<file path="src/rtl/rkf_pkg.sv">
package rkf_pkg;
   function automatic int ceil_div(input int num, input int den);
      return (num + den - 1) / den;
   endfunction
endpackage

</file>
<file path="src/rtl/rkf_phase_ctl.sv">
module rkf_phase_ctl #(
   parameter int WV = 3,
   parameter int WH = 3,
   parameter int NI = 2
) (
   input  logic          clk,
   input  logic          rst_n,
   input  logic          in_vld,
   output logic          col_done,
   output logic          win_full,
   output logic [NI-1:0] pad_exp
);
   localparam int CPC = rkf_pkg::ceil_div(WV, NI);
   localparam int PW  = (CPC > 1) ? $clog2(CPC) : 1;
   localparam int FW  = $clog2(WH + 1);

   logic [PW-1:0] phase_q;
   logic [FW-1:0] fill_q;
   logic          last_beat;

   assign last_beat = (phase_q == PW'(CPC - 1));
   assign win_full  = (fill_q == FW'(WH));

   for (genvar s = 0; s < NI; s++) begin : g_pad
      assign pad_exp[s] = ((int'(phase_q) * NI + s) >= WV);
   end

   always_ff @(posedge clk) begin
      if (!rst_n) begin
         phase_q  <= '0;
         fill_q   <= '0;
         col_done <= 1'b0;
      end else begin
         col_done <= in_vld && last_beat;
         if (in_vld) begin
            phase_q <= last_beat ? '0 : phase_q + 1'b1;
            if (last_beat && !win_full) fill_q <= fill_q + 1'b1;
         end
      end
   end
endmodule

</file>
<file path="src/rtl/rkf_cmp_array.sv">
module rkf_cmp_array #(
   parameter int DW = 8,
   parameter int VK = 12,
   parameter int NI = 2
) (
   input  logic             clk,
   input  logic             rst_n,
   input  logic             in_vld,
   input  logic [NI*DW-1:0] in_data,
   input  logic [NI-1:0]    in_pad,
   output logic [VK-1:0]    cr_o [VK],
   output logic [VK-1:0]    live_o
);
   localparam int OLD = VK - NI;

   logic [DW-1:0] slot   [NI];
   logic [DW-1:0] d_q    [VK];
   logic [DW-1:0] d_n    [VK];
   logic [VK-1:0] cr_q   [VK];
   logic [VK-1:0] cr_n   [VK];
   logic [VK-1:0] live_q, live_n;
   logic [NI-1:0] new_lt [OLD];
   logic [NI-1:0] nn     [NI];

   for (genvar s = 0; s < NI; s++) begin : g_slot
      assign slot[s] = in_data[s*DW +: DW];
   end

   // new slot s smaller than the survivor landing at position k
   for (genvar k = 0; k < OLD; k++) begin : g_old
      for (genvar s = 0; s < NI; s++) begin : g_new
         assign new_lt[k][s] = (slot[s] < d_q[k+NI]);
      end
   end

   // nn[s][q]: slot q ranks below slot s; lower slot is older
   for (genvar s = 0; s < NI; s++) begin : g_ps
      for (genvar q = 0; q < NI; q++) begin : g_pq
         if (q == s) begin : g_self
            assign nn[s][q] = 1'b0;
         end else if (q < s) begin : g_older
            assign nn[s][q] = (slot[q] <= slot[s]);
         end else begin : g_younger
            assign nn[s][q] = (slot[q] < slot[s]);
         end
      end
   end

   always_comb begin
      d_n    = d_q;
      cr_n   = cr_q;
      live_n = live_q;
      if (in_vld) begin
         for (int k = 0; k < OLD; k++) begin
            d_n[k]    = d_q[k+NI];
            live_n[k] = live_q[k+NI];
            for (int m = 0; m < OLD; m++) cr_n[k][m] = cr_q[k+NI][m+NI];
            for (int s = 0; s < NI; s++)  cr_n[k][OLD+s] = new_lt[k][s];
         end
         for (int s = 0; s < NI; s++) begin
            d_n[OLD+s]    = slot[s];
            live_n[OLD+s] = !in_pad[s];
            for (int k = 0; k < OLD; k++) cr_n[OLD+s][k] = !new_lt[k][s];
            for (int q = 0; q < NI; q++)  cr_n[OLD+s][OLD+q] = nn[s][q];
         end
      end
   end

   always_ff @(posedge clk) begin
      if (!rst_n) begin
         for (int k = 0; k < VK; k++) begin
            d_q[k]  <= '0;
            cr_q[k] <= '0;
         end
         live_q <= '0;
      end else begin
         d_q    <= d_n;
         cr_q   <= cr_n;
         live_q <= live_n;
      end
   end

   assign cr_o   = cr_q;
   assign live_o = live_q;
endmodule

</file>
<file path="src/rtl/rkf_rank_sel.sv">
module rkf_rank_sel #(
   parameter int VK = 12,
   parameter int RW = 4,
   parameter int AW = 4
) (
   input  logic          clk,
   input  logic          rst_n,
   input  logic [VK-1:0] cr_i [VK],
   input  logic [VK-1:0] live_i,
   input  logic          eval_i,
   input  logic [RW-1:0] rank_i,
   output logic          out_vld,
   output logic [AW-1:0] out_addr
);
   logic [VK-1:0] hit;
   logic [AW-1:0] idx;

   always_comb begin
      hit = '0;
      idx = '0;
      for (int i = 0; i < VK; i++) begin
         int cnt;
         cnt = 0;
         for (int j = 0; j < VK; j++) begin
            if (cr_i[i][j] && live_i[j]) cnt = cnt + 1;
         end
         hit[i] = live_i[i] && (cnt == int'(rank_i));
      end
      for (int i = 0; i < VK; i++) begin
         if (hit[i]) idx = AW'(i);
      end
   end

   always_ff @(posedge clk) begin
      if (!rst_n) begin
         out_vld  <= 1'b0;
         out_addr <= '0;
      end else begin
         out_vld <= eval_i && (|hit);
         if (eval_i && (|hit)) out_addr <= idx;
      end
   end
endmodule

</file>
<file path="src/rtl/rkf_core.sv">
module rkf_core #(
   parameter int DW = 8,
   parameter int WV = 3,
   parameter int WH = 3,
   parameter int NI = 2,
   localparam int CPC = rkf_pkg::ceil_div(WV, NI),
   localparam int VH  = CPC * NI,
   localparam int VK  = VH * WH,
   localparam int TAP = WV * WH,
   localparam int RW  = $clog2(TAP),
   localparam int AW  = $clog2(VK)
) (
   input  logic             clk,
   input  logic             rst_n,
   input  logic             in_vld,
   input  logic [NI*DW-1:0] in_data,
   input  logic [NI-1:0]    in_pad,
   input  logic [RW-1:0]    rank_sel,
   output logic             out_vld,
   output logic [AW-1:0]    out_addr
);
   if (DW < 1 || WV < 1 || NI < 1 || WH < 2) begin : g_bad_cfg
      $error("rkf_core: DW, WV, NI must be >= 1 and WH >= 2");
   end

   logic          col_done;
   logic          win_full;
   logic [NI-1:0] pad_exp;
   logic [VK-1:0] cr     [VK];
   logic [VK-1:0] live;

   rkf_phase_ctl #(.WV(WV), .WH(WH), .NI(NI)) u_phase (
      .clk      (clk),
      .rst_n    (rst_n),
      .in_vld   (in_vld),
      .col_done (col_done),
      .win_full (win_full),
      .pad_exp  (pad_exp)
   );

   rkf_cmp_array #(.DW(DW), .VK(VK), .NI(NI)) u_cmp (
      .clk     (clk),
      .rst_n   (rst_n),
      .in_vld  (in_vld),
      .in_data (in_data),
      .in_pad  (in_pad),
      .cr_o    (cr),
      .live_o  (live)
   );

   rkf_rank_sel #(.VK(VK), .RW(RW), .AW(AW)) u_sel (
      .clk      (clk),
      .rst_n    (rst_n),
      .cr_i     (cr),
      .live_i   (live),
      .eval_i   (col_done && win_full),
      .rank_i   (rank_sel),
      .out_vld  (out_vld),
      .out_addr (out_addr)
   );
endmodule

</file>
<file path="config.mk">
export PLATFORM = sky130hd
export DESIGN_NAME = rkf_core
export DESIGN_NICKNAME = d
export VERILOG_FILES = /design/src/rtl/rkf_pkg.sv /design/src/rtl/rkf_phase_ctl.sv /design/src/rtl/rkf_cmp_array.sv /design/src/rtl/rkf_rank_sel.sv /design/src/rtl/rkf_core.sv
export SDC_FILE = /design/constraint.sdc
export NUM_CORES = 1
export LEC_CHECK = 0
export BUFFER_PORTS_ARGS = -buffer_cell sky130_fd_sc_hd__buf_2
export CORE_UTILIZATION = 40
export DETAILED_ROUTE_END_ITERATION = 10
export PLACE_DENSITY = 0.54
export SLEW_MARGIN = 20
export SYNTH_ARGS = -nofsm -noshare
export SYNTH_HDL_FRONTEND = slang
export SYNTH_SLANG_ARGS = --single-unit
</file>
<file path="constraint.sdc">
create_clock -name clk -period 21.7 [get_ports clk]
set_input_delay 6.51 -clock clk [delete_from_list [all_inputs] [get_ports clk]]
set_output_delay 6.51 -clock clk [all_outputs]
set_load 0.05 [all_outputs]
</file>
# Word level (Yosys, flattened, before mapping)
# Cells that the tools add are included.
# W data, S select, Z words.
dict set report classes {
  magnitude_cmp 22
  eq_ne 13
  muxes 144
  n_reduce_logical 173
  addsub 122
}
# op count
set op_table {}
lappend op_table {{$mux W32} 120}
lappend op_table {{$add A32 B2 Y32 const B} 108}
lappend op_table {{$eq A32 B5 Y1} 12}
lappend op_table {{$lt A8 B8 Y1} 21}
lappend op_table {{$logic_and A1 B1 Y1} 148}
lappend op_table {{$add A1 B1 Y2 const B} 12}
lappend op_table {{$logic_not A1 Y1} 23}
lappend op_table {{$mux W4} 4}
lappend op_table {{$mux W1} 14}
lappend op_table {{$mux W3} 4}
lappend op_table {{$reduce_or A12 Y1} 1}
lappend op_table {{$le A8 B8 Y1} 1}
lappend op_table {{$mux W2} 2}
lappend op_table {{$add A2 B1 Y2 const B} 1}
lappend op_table {{$eq A2 B2 Y1 const B} 1}
lappend op_table {{$reduce_and A2 Y1} 1}
lappend op_table {{$add A1 B1 Y1 const B} 1}
dict set report totals {
  out_inout_bits 5
  reg_bits 233
}

# Logic depth before layout (Yosys ltp)
# Gate-level depths: netlist (run 1).
dict set report depth {
  ltp_word 35
  ltp_mapped 45
  depth_no_buf 43
}

# Hierarchy
# Synthesis (run 1) repeated with hierarchy kept, for this count alone.
dict set report unflattened {
  hier_cells 3345
  area_unflattened_um2 27949.3
}
# module n_inst area_per_inst_um2 cells_each seq_area_each_um2
set by_module_without_submodules {}
lappend by_module_without_submodules {rkf_rank_sel 1 15661.3 2141 100.1}
lappend by_module_without_submodules {rkf_cmp_array 1 12097.9 1185 4484.3}
lappend by_module_without_submodules {rkf_phase_ctl 1 183.9 18 80.1}
lappend by_module_without_submodules {rkf_core 1 6.3 1 0.0}

# Worst setup path after synthesis (run 1)
# OpenSTA, ideal clock, no wires.
dict set report synth_path {
  kind {input-to-reg}
  start {input port rank_sel[1]}
  end {register u_sel.out_addr[1]}
  n_path_buf 2
  slack_ns 12.570
  t_required_ns 21.570
  stages 12
  arrival_time_ns 9.000
  setup_time_ns 0.130
  path_cell_list {clkbuf_1 clkbuf_1 clkinv_1 xnor2_1 nand4_1 a21oi_1 o211ai_1 a211oi_4 nor4_4 a41oi_4 nor4b_4 nor3_2}
}
dict set report synth_between {
  elab_chain_cells 12
}
# item line_no
set synth_rtl {}
lappend synth_rtl {{start: declaration} rkf_core.sv:18} ;# input logic [RW-1:0] rank_sel,
lappend synth_rtl {{$eq A32 B5 Y1} rkf_rank_sel.sv:27} ;# hit[i] = live_i[i] && (cnt == int'(rank_i));
lappend synth_rtl {{$logic_and A1 B1 Y1} rkf_rank_sel.sv:27}
lappend synth_rtl {{$mux W2 (2 in a row)} rkf_rank_sel.sv:30} ;# if (hit[i]) idx = AW'(i);
lappend synth_rtl {{$mux W3 (4 in a row)} rkf_rank_sel.sv:30}
lappend synth_rtl {{$mux W4 (4 in a row)} rkf_rank_sel.sv:30}
lappend synth_rtl {{end signal: assignment} rkf_rank_sel.sv:40} ;# if (eval_i && (|hit)) out_addr <= idx;
lappend synth_rtl {{end: declaration} rkf_rank_sel.sv:13} ;# output logic [AW-1:0] out_addr
# Several ways; a longest one is shown, not always the timed one.
# A chain may end at the register's enable or synchronous reset.

# Worst setup path in the final report (run 1)
dict set report layout_path {
  start {register u_cmp.live_q[1], in the netlist u_cmp.live_o[1]}
  end {register u_sel.out_addr[1]}
}
dict set report layout_between {
  elab_chain_cells 32
}
# item line_no
set layout_rtl {}
lappend layout_rtl {{start: declaration} rkf_cmp_array.sv:21} ;# logic [VK-1:0] live_q, live_n;
lappend layout_rtl {{start signal: assignment} rkf_cmp_array.sv:79} ;# live_q <= live_n;
lappend layout_rtl {{$logic_and A1 B1 Y1} rkf_rank_sel.sv:25} ;# if (cr_i[i][j] && live_i[j]) cnt = cnt + 1;
lappend layout_rtl {{$mux W32} rkf_rank_sel.sv:25}
lappend layout_rtl {{$add A32 B2 Y32} rkf_rank_sel.sv:25}
lappend layout_rtl {{$mux W32} rkf_rank_sel.sv:25}
lappend layout_rtl {{$add A32 B2 Y32} rkf_rank_sel.sv:25}
lappend layout_rtl {{$mux W32} rkf_rank_sel.sv:25}
lappend layout_rtl {{$add A32 B2 Y32} rkf_rank_sel.sv:25}
lappend layout_rtl {{$mux W32} rkf_rank_sel.sv:25}
lappend layout_rtl {{[... 9 more ...]} n/a}
lappend layout_rtl {{$mux W32} rkf_rank_sel.sv:25}
lappend layout_rtl {{$add A32 B2 Y32} rkf_rank_sel.sv:25}
lappend layout_rtl {{$mux W32} rkf_rank_sel.sv:25}
lappend layout_rtl {{$eq A32 B5 Y1} rkf_rank_sel.sv:27}
lappend layout_rtl {{$logic_and A1 B1 Y1} rkf_rank_sel.sv:27}
lappend layout_rtl {{$mux W2 (2 in a row)} rkf_rank_sel.sv:30}
lappend layout_rtl {{$mux W3 (4 in a row)} rkf_rank_sel.sv:30}
lappend layout_rtl {{$mux W4 (4 in a row)} rkf_rank_sel.sv:30}
# Several ways; a longest one is shown, not always the timed one.

==> impl_metrics.ini, run 1 <==
[run_status]
status = finished clean

[timing]
max_freq_ghz = 0.111
slew-limit-headroom_pct = 29.6
maxSlewViolCount = 0
finalSetupViolations = 0
tightest_slew_ns = 1.06
hold_viol_final = 0
grt_setup_unrepaired = no
skew_ns = 0.0181
post-route-period-util_pct = 41.4
fin_crit_ns = 8.98
worst_slack_ns = 12.72
setup_tns_ns = 0

[synthesis]
synth-xor-area-share_pct = 14.9
synth_compound_area_share_pct = 15.7
synth_adder_area_share_pct = 13.2
synth_top_cells_by_area = dfxtp_1 18%, ha_1 13%, mux2i_1 8.0%
synthesis.area_um2 = 25600
synth.distinct_cells = 124
synth_top_family_by_area = simple AND/OR/NAND/NOR gates
syn_avg_cell_area_um2 = 8.07
synth_fp_nets = 3469
synth.yosys.warnings = 0
synth_edf_count = 0
syn_inst = 3175
synth_ff_type = dfxtp_1
yosys.area.top_type = dfxtp_1
synth-simple-area-share_pct = 24.8
async_flop_share_pct = 0
synthMuxAreaShare_pct = 8.58
yosysSeqAreaShare_pct = 18.2
synth_seq_cells = 233
netlist.area_leader.share_pct = 18.2

[power_and_ir_drop]
peakVddDrop_v = 0.0000704
total_power_mw = 1.11
leakage_nw = 12.0
power.density_nw_per_um2 = 40.6

[cells_and_area]
drive_gt1_share_pct = 6.95
final_cell_mix = 357 x nor2_1, 270 x nand2_1, 269 x ha_1
fin_nets = 3409
final_common_cell = nor2_1
syn_to_final_growth_pct = 6.88
final_cells = 3985
stdcell_area_um2 = 27400
fillers = 6179

[worst_setup_path]
endpoint_kind = flop
crit_fanout = 9
crit_required_ns = 22.14
crit_slowest_cell = dfxtp_1
arrival_ns = 9.41
path_class = reg -> reg
cp-start-kind = flop
crit_family = adder cells
cp_common_cell = ha_1
crit_buf_inv = 3
slowest_delay_ns = 0.44

[die]
core_area_um2 = 63200
start_util_pct = 40.5
die_y_um = 255
io_pins = 30
rows = 92
die-area_um2 = 65000
die_width_um = 255

[global_routing]
grt_pass1_vias = 21500
antenna_found_initial = 5
grt_max_degree = 128
grt_usage_pct = 22.0
grt_overflow = 0
grt_pass1_wl_um = 115000

[placed_design]
place_hpwl_um = 53800
gp_congestion = 0.876
post-place-cells = 3929
dp_slack_ns = 12.33
dpl-instance-area_um2 = 26400
port-buffer-count = 29

[clock_tree]
clock_latency_ns = 0.60
root_buffer = clkbuf_16
cts_buffers = 30
h-tree-depth = 1
post_cts_buffers = 0
cts_tree = yes
clock_path_buffers = 3
clock-sinks = 233
path_clk_slew_ns = 0.06
ctsResizeCount = 0
cts_hold_buf = 0

[route]
wl_per_cell_um = 18.2
vias = 22600
drt_iter0_markers = 1415
finalWirelength_um = 72400
drc = 0
antenna_left = 0
dr.pass1.iters = 5
vias_per_cell = 5.67

[worst_hold_path]
hp-class = reg -> reg

[job]
cap_viol_max_count = 0
## power breakdown
part	total, mW	switching, mW	internal [mW]
registers	0.463	0.0213	0.442
clock network	0.520	0.216	0.304
logic	0.129	0.0781	0.0512
## kinds of logic (layout without fill, tap and decap cells)
| logic type | after synthesis | after routing |
|---|---|---|
| xor gates and xnor gates | 327 | 327 |
| muxes | 218 | 218 |
| other | 0 | 1 |
| AOI/OAI and AO/OA | 592 | 592 |
| adders and majority gates | 270 | 270 |
| DFF | 233 | 233 |
| buffers and inverters | 290 | 253 |
| and+or+nand+nor | 1245 | 1245 |
## per-layer routing
metal / wire (um) / vias to the layer above / track usage (%)
li1: - / 11200 / -
met1: 34300 / 10700 / 29.7
met2: 32700 / 474 / 36.5
met3: 3050 / 141 / 2.39
met4: 2410 / 2 / 7.19
met5: 10 / - / 0
## cells in the mapped netlist, types with 19 or more instances
cell type and instances:
dfxtp_1 233, clkbuf_1 81, a31oi_1 28, nand2b_1 56, a211oi_1 51, nand3_1 141, and3_1 54, nor2b_1 57
nor2_1 357, ha_1 269, xnor2_1 183, o21ai_0 127, inv_1 143, mux2i_1 205, xor2_1 70, and2_1 74
nor3_1 34, o211ai_1 28, buf_1 28, nand4_1 37, xnor3_1 35, buf_2 19, nand2_1 270, a21oi_1 146
## worst register-to-register path, delay by kind of cell (launching register included)
| family | cells | cell delay [ns] |
|---|---|---|
| AO/OA/AOI/OAI | 13 | 2.39 |
| adder cells (fa/ha/maj) | 9 | 2.78 |
| flip-flops | 1 | 0.44 |
| XOR/XNOR | 2 | 0.37 |
| AND/OR/NAND/NOR | 16 | 2.32 |
| buffers and inverters | 3 | 0.54 |
## registers in the layout (all words and copies together) (netlist names)
register	count
u_sel.out_vld	1
u_phase.last_beat	1
u_cmp.live_o	12
u_sel.out_addr	4
u_phase.fill_q	2
u_cmp.d_q	80
u_cmp.cr_o	132
u_phase.col_done	1
## through the flow
stage	hold slack [ns]	utilization [%]
6_report	0.492	43.3
5_1_grt	0.515	43.3
4_1_cts	0.497	43.3
3_5_place_dp	0.482	41.7
3_3_place_gp	0.466	41.7
2_1_floorplan	0.452	-
## path summary, 6_finish.rpt
kind                   startpoint  cells after the start  slack, ns                 to
setup / recovery  u_cmp.live_o[1]                     43      12.72  u_sel.out_addr[1]
hold reg to reg     u_cmp.d_q[69]                      2       0.49      u_cmp.d_q[69]
hold / removal      u_cmp.d_q[69]                      2       0.49      u_cmp.d_q[69]
setup reg to reg  u_cmp.live_o[1]                     43      12.72  u_sel.out_addr[1]
## final cells by class
type,instances,area (um^2),area share [%]
tap,846,1060,3.87
sequential,233,4670,17.1
inverter,148,562,2.05
timing repair buffer,50,313,1.14
antenna,1,2.50,0.00914
multi-input combinational,2652,19800,72.2
clock inverter,14,179,0.654
clock buffer,41,832,3.04
No activity file was read; power rests on OpenSTA's default activity.
==> run 2, diff against run 1 <==
Settings changed: ABC_AREA from default to 1, PLACE_DENSITY 0.54 to 0.56.
Clock period 21.7 ns to 7.7 ns, I/O delays scaled along.
==> run 2 against run 1 <==
Compared with the run above: sequential power rose to 3.0 times the previous value; non-clock buffer count down 1; register-to-register slack worse by 12 ns; global-route usage up 0.73 points; critical path depth up 1; synthesized cell count up 28%; fmax up 29%; combinational power rose to 5.8 times the previous value; final area down 6.0%; routed wire length down 5.5%; worst hold slack worse by 0.031 ns.
==> impl_metrics.ini, run 2 <==
[clock_tree]
clock_path_buffers = 3
clock-sinks = 233
root_buffer = clkbuf_16
cts_hold_buf = 0
cts_buffers = 29
h-tree-depth = 1
clock_latency_ns = 0.57
cts_tree = yes
path_clk_slew_ns = 0.06

[die]
die-area_um2 = 60500
io_pins = 30
rows = 89
start_util_pct = 40.4
die_width_um = 246
core_area_um2 = 58900
die_y_um = 246

[timing]
grt_setup_unrepaired = no
max_freq_ghz = 0.143
setup_tns_ns = 0
fin_crit_ns = 6.97
hold_viol_final = 0
skew_ns = 0.0185
post-route-period-util_pct = 90.5
finalSetupViolations = 0
maxSlewViolCount = 0
tightest_slew_ns = 0.977
slew-limit-headroom_pct = 34.8

[cells_and_area]
insertedDiodeCount = 0
syn_to_final_growth_pct = 8.01
multi_input_area_um2 = 16500
final_common_cell = nand2_1
fin_nets = 4330
drive_gt1_share_pct = 6.09
utilization_pct = 43.7
final_cell_mix = 1,241 x nand2_1, 598 x inv_1, 428 x nor2_1
fillers = 6424
largest_reg_flops = 132
seqCellArea_um2 = 4670

[worst_setup_path]
arrival_ns = 7.44
crit_required_ns = 8.17
crit_family = simple AND/OR/NAND/NOR gates
cp-start-kind = flop
path_class = reg -> reg
crit_slowest_cell = dfxtp_2
crit_fanout = 10
slowest_delay_ns = 0.57
endpoint_kind = flop
crit_buf_inv = 3
cp_common_cell = nand2_1

[synthesis]
yosys-top-cells-count = 1,241 x nand2_1, 598 x inv_1, 428 x nor2_1
syn_inst = 4049
synth.yosys.warnings = 0
synth_top_cells_by_area = dfxtp_1 20%, nand2_1 20%, ha_1 14%
synth.distinct_cells = 54
synth_ff_type = dfxtp_1
synthesis.area_um2 = 23800
synth_fp_nets = 4343
async_flop_share_pct = 0
netlist.area_leader.share_pct = 19.6
syn_avg_cell_area_um2 = 5.88
synth_edf_count = 0
yosys.area.top_type = dfxtp_1
synth_seq_cells = 233
yosysMostFrequentCell = nand2_1
yosysSeqAreaShare_pct = 19.6

[placed_design]
port-buffer-count = 29
place_hpwl_um = 52700
gp_congestion = 0.864

[power_and_ir_drop]
power.density_nw_per_um2 = 138
leakage_nw = 14.4
peakVddDrop_v = 0.000177

[route]
vias = 23700
dr.pass1.iters = 5
finalWirelength_um = 68500
wl_per_cell_um = 14.2
antenna_left = 0
drc = 0
vias_per_cell = 4.91
drt_iter0_markers = 1302

[job]
cap_viol_max_count = 0

[run_status]
status = finished clean

[global_routing]
grt_overflow = 0
grt_usage_pct = 22.8
grt_pass1_vias = 21700
antenna_found_initial = 1
grt_pass1_wl_um = 112000
grt_max_degree = 100

[worst_hold_path]
hp-class = reg -> reg
==> run 2: changes by cell type after synthesis, moves of 53 or more <==
cell and delta:
o21ai_0 +101, nand2b_1 -56, and3_1 -53, xnor2_1 -176, inv_1 +455, nor2_1 +71, nor2b_1 -57, nand2_1 +971
and2_1 -73, mux2i_1 -205, nand3_1 +228
==> run 2: timing repair <==
item	CTS	global route
setup endpoints to repair	0	5
hold endpoints to repair	0	0
buffers inserted	0	0
resized for setup	0	2
==> run 2: path summary, 6_finish.rpt <==
check | from | endpoint | slack (ns) | cells past startpoint
worst max register to register | u_cmp.live_o[0] | u_sel.out_addr[0] | 0.73 | 44
worst max-delay path | u_cmp.live_o[0] | u_sel.out_addr[0] | 0.73 | 44
worst min register to register | u_phase.fill_q[0] | u_phase.fill_q[0] | 0.46 | 1
worst min-delay path | u_phase.fill_q[0] | u_phase.fill_q[0] | 0.46 | 1
==> run 2: cells by family after synthesis <==
logic type               count (synthesis)  synth area share [%]
AO/OA/AOI/OAI                          548                  13.0
XOR/XNOR                                36                  1.57
adder cells (fa/ha/maj)                269                  14.1
buffers and inverters                  710                  11.3
flip-flops                             233                  19.6
AND/OR/NAND/NOR                       2253                  40.4
==> run 2: layout make-up <==
cell class                      count  area share (%)
Clock buffer                       39            3.12
Clock inverter                     14           0.686
Inverter                          617            9.01
Multi-Input combinational cell   3106            64.0
Sequential cell                   233            18.1
Tap cell                          773            3.76
Timing Repair Buffer               49            1.30
==> run 2: metrics by stage <==
stage | hold WS (ns) | instances | cell area, um^2 | setup WS, ns | power [mW]
floorplan | 0.426 | 4049 | 23800 | 1.31 | 1.92
finish | 0.461 | 4831 | 25700 | 0.728 | 3.55
global route | 0.463 | 4831 | 25700 | 0.0662 | 3.78
CTS | 0.458 | 4831 | 25700 | 0.518 | 3.59
global placement | 0.450 | 4778 | 24700 | 0.622 | 2.14
detailed placement | 0.450 | 4778 | 24700 | 0.554 | 2.15
==> run 2: layer usage <==
layer	GRT usage [%]	part of all wire, %
met5	0	0
met4	4.60	1.8
met3	2.48	4.4
met2	38.2	45
met1	31.1	49
==> run 2: power by group <==
group | leakage (nW) | switching [mW] | total, mW | internal (mW)
clock | 0.486 | 0.566 | 1.43 | 0.861
sequential | 1.93 | 0.0829 | 1.37 | 1.29
combinational | 12.0 | 0.502 | 0.754 | 0.252
==> run 3, diff against run 2 <==
Settings changed: MAX_ROUTING_LAYER from default to met4.
==> run 3 against run 2 <==
Compared with the run above: fmax decreased by 0.12%; global-route usage increased by 0.66 points; sequential cell count unchanged; clock skew increased by 0.00088 ns; count of clock-buffer cells in the layout unchanged; largest power group unchanged; register-to-register slack about the same.
==> impl_metrics.ini, run 3 (synthesized netlist as in run 2, its figures left out) <==
[clock_tree]
clock-sinks = 233
path_clk_slew_ns = 0.06
clock_latency_ns = 0.57
h-tree-depth = 1
clock_path_buffers = 3
cts_buffers = 29
cts_hold_buf = 0
cts_tree = yes
root_buffer = clkbuf_16

[route]
wl_per_cell_um = 14.2
vias = 23700
dr.pass1.iters = 5
finalWirelength_um = 68500
vias_per_cell = 4.91
drc = 0
antenna_left = 0
drt_iter0_markers = 1276

[worst_setup_path]
timing.rr.start = u_cmp.live_o[0]
crit_family = simple AND/OR/NAND/NOR gates
crit_required_ns = 8.17
path_class = reg -> reg
endpoint_kind = flop
arrival_ns = 7.45
slowest_delay_ns = 0.57
r2r-end = u_sel.out_addr[0]
crit_fanout = 10
crit_buf_inv = 3
rrSetupSlack_ns = 0.72
crit_slowest_cell = dfxtp_2
rr_worst_depth = 44
cp-start-kind = flop
cp_common_cell = nand2_1

[cells_and_area]
syn_to_final_growth_pct = 8.01
largest_reg_flops = 132
seqCellArea_um2 = 4670
drive_gt1_share_pct = 6.09
final_common_cell = nand2_1
fillers = 6424
multi_input_area_um2 = 16500
insertedDiodeCount = 0
fin_nets = 4330
final_cell_mix = 1,241 x nand2_1, 598 x inv_1, 428 x nor2_1

[power_and_ir_drop]
pwr-share-seq_pct = 38.6
clkPwrFrac_pct = 40.2
pwr-share-comb_pct = 21.2
p_sw_mw = 1.15
leakage_nw = 14.4
p_sw_share_pct = 32.5
power.density_nw_per_um2 = 138
internal_power_mw = 2.40
peakVddDrop_v = 0.000177

[worst_hold_path]
min_to = u_phase.last_beat
hp-class = reg -> reg
worstHoldPathCells = 1
hp-start = u_phase.last_beat

[run_status]
status = finished clean

[timing]
skew_ns = 0.0193
grt_setup_unrepaired = no
setup_tns_ns = 0
maxSlewViolCount = 0
max_freq_ghz = 0.143
slew-limit-headroom_pct = 36.8
hold_viol_final = 0
tightest_slew_ns = 0.947
timing.hold.ws_ns = 0.461
fin_crit_ns = 6.98
finalSetupViolations = 0
post-route-period-util_pct = 90.7

[job]
cap_viol_max_count = 0

[global_routing]
grt_overflow = 0
grt_usage_pct = 23.4
grt_max_degree = 100
antenna_found_initial = 1
grt_pass1_vias = 21700
grt_pass1_wl_um = 112000

[die]
die_width_um = 246
start_util_pct = 40.4
io_pins = 30
rows = 89
die-area_um2 = 60500
core_area_um2 = 58900
die_y_um = 246

[placed_design]
place_hpwl_um = 52700
gp_congestion = 0.878
port-buffer-count = 29
## run 3: how the worst max path moves through the flow
stage | start | to | slack, ns | cells after the start
after floorplan | u_cmp.live_o[0] | u_sel.out_addr[0] | 1.31 | 47
after global routing | u_cmp.live_o[0] | u_sel.out_addr[0] | 0.07 | 49
after CTS | u_cmp.live_o[0] | u_sel.out_addr[0] | 0.52 | 44
final | u_cmp.live_o[0] | u_sel.out_addr[0] | 0.72 | 44
after global placement | u_cmp.live_o[0] | u_sel.out_addr[0] | 0.62 | 44
after detailed placement | u_cmp.live_o[0] | u_sel.out_addr[1] | 0.55 | 44
## run 3: area by class of cell
type	count	area share, %
clock inverter	14	0.686
tap	773	3.76
clock buffer	39	3.12
timing repair buffer	49	1.30
sequential	233	18.1
inverter	617	9.01
multi-input combinational	3106	64.0
## run 3: power by group through the flow
stage | combinational, mW | clock [mW] | sequential (mW)
floorplan | 0.564 | 0 | 1.35
global placement | 0.745 | 0 | 1.40
global route | 0.887 | 1.51 | 1.38
detailed placement | 0.754 | 0 | 1.40
CTS | 0.758 | 1.46 | 1.37
finish | 0.754 | 1.43 | 1.37
## run 3: worst reg2reg max path: cells and delay by family, from the launching register on
kind                     cells  cell delay, ns
buffers and inverters        3            0.17
AND/OR/NAND/NOR             27            2.74
flip-flops                   1            0.57
AO/OA/AOI/OAI                5            0.88
adder cells (fa/ha/maj)      9            2.55
## run 3: repair_timing
item                       4_1_cts  5_1_grt
gates resized for setup          0        2
buffers inserted                 0        0
hold endpoints to repair         0        0
setup endpoints to repair        0        5
## run 3: through the flow
| stage | utilization, % | instance area (um^2) | power, mW | worst slack (ns) | std cells |
|---|---|---|---|---|---|
| 2_1_floorplan | - | 23800 | 1.92 | 1.31 | 4049 |
| 3_3_place_gp | 42.0 | 24700 | 2.14 | 0.622 | 4778 |
| 3_5_place_dp | 42.0 | 24700 | 2.15 | 0.554 | 4778 |
| 4_1_cts | 43.7 | 25700 | 3.59 | 0.518 | 4831 |
| 5_1_grt | 43.7 | 25700 | 3.78 | 0.0659 | 4831 |
| 6_report | 43.7 | 25700 | 3.56 | 0.720 | 4831 |
## run 3: per-layer routing
layer	share of wire, %	vias up	global-route usage [%]
li1	-	13000	-
met1	50	10400	31.1
met2	44	307	38.2
met3	4.2	66	2.51
met4	1.8	0	4.60
met5	0	-	-
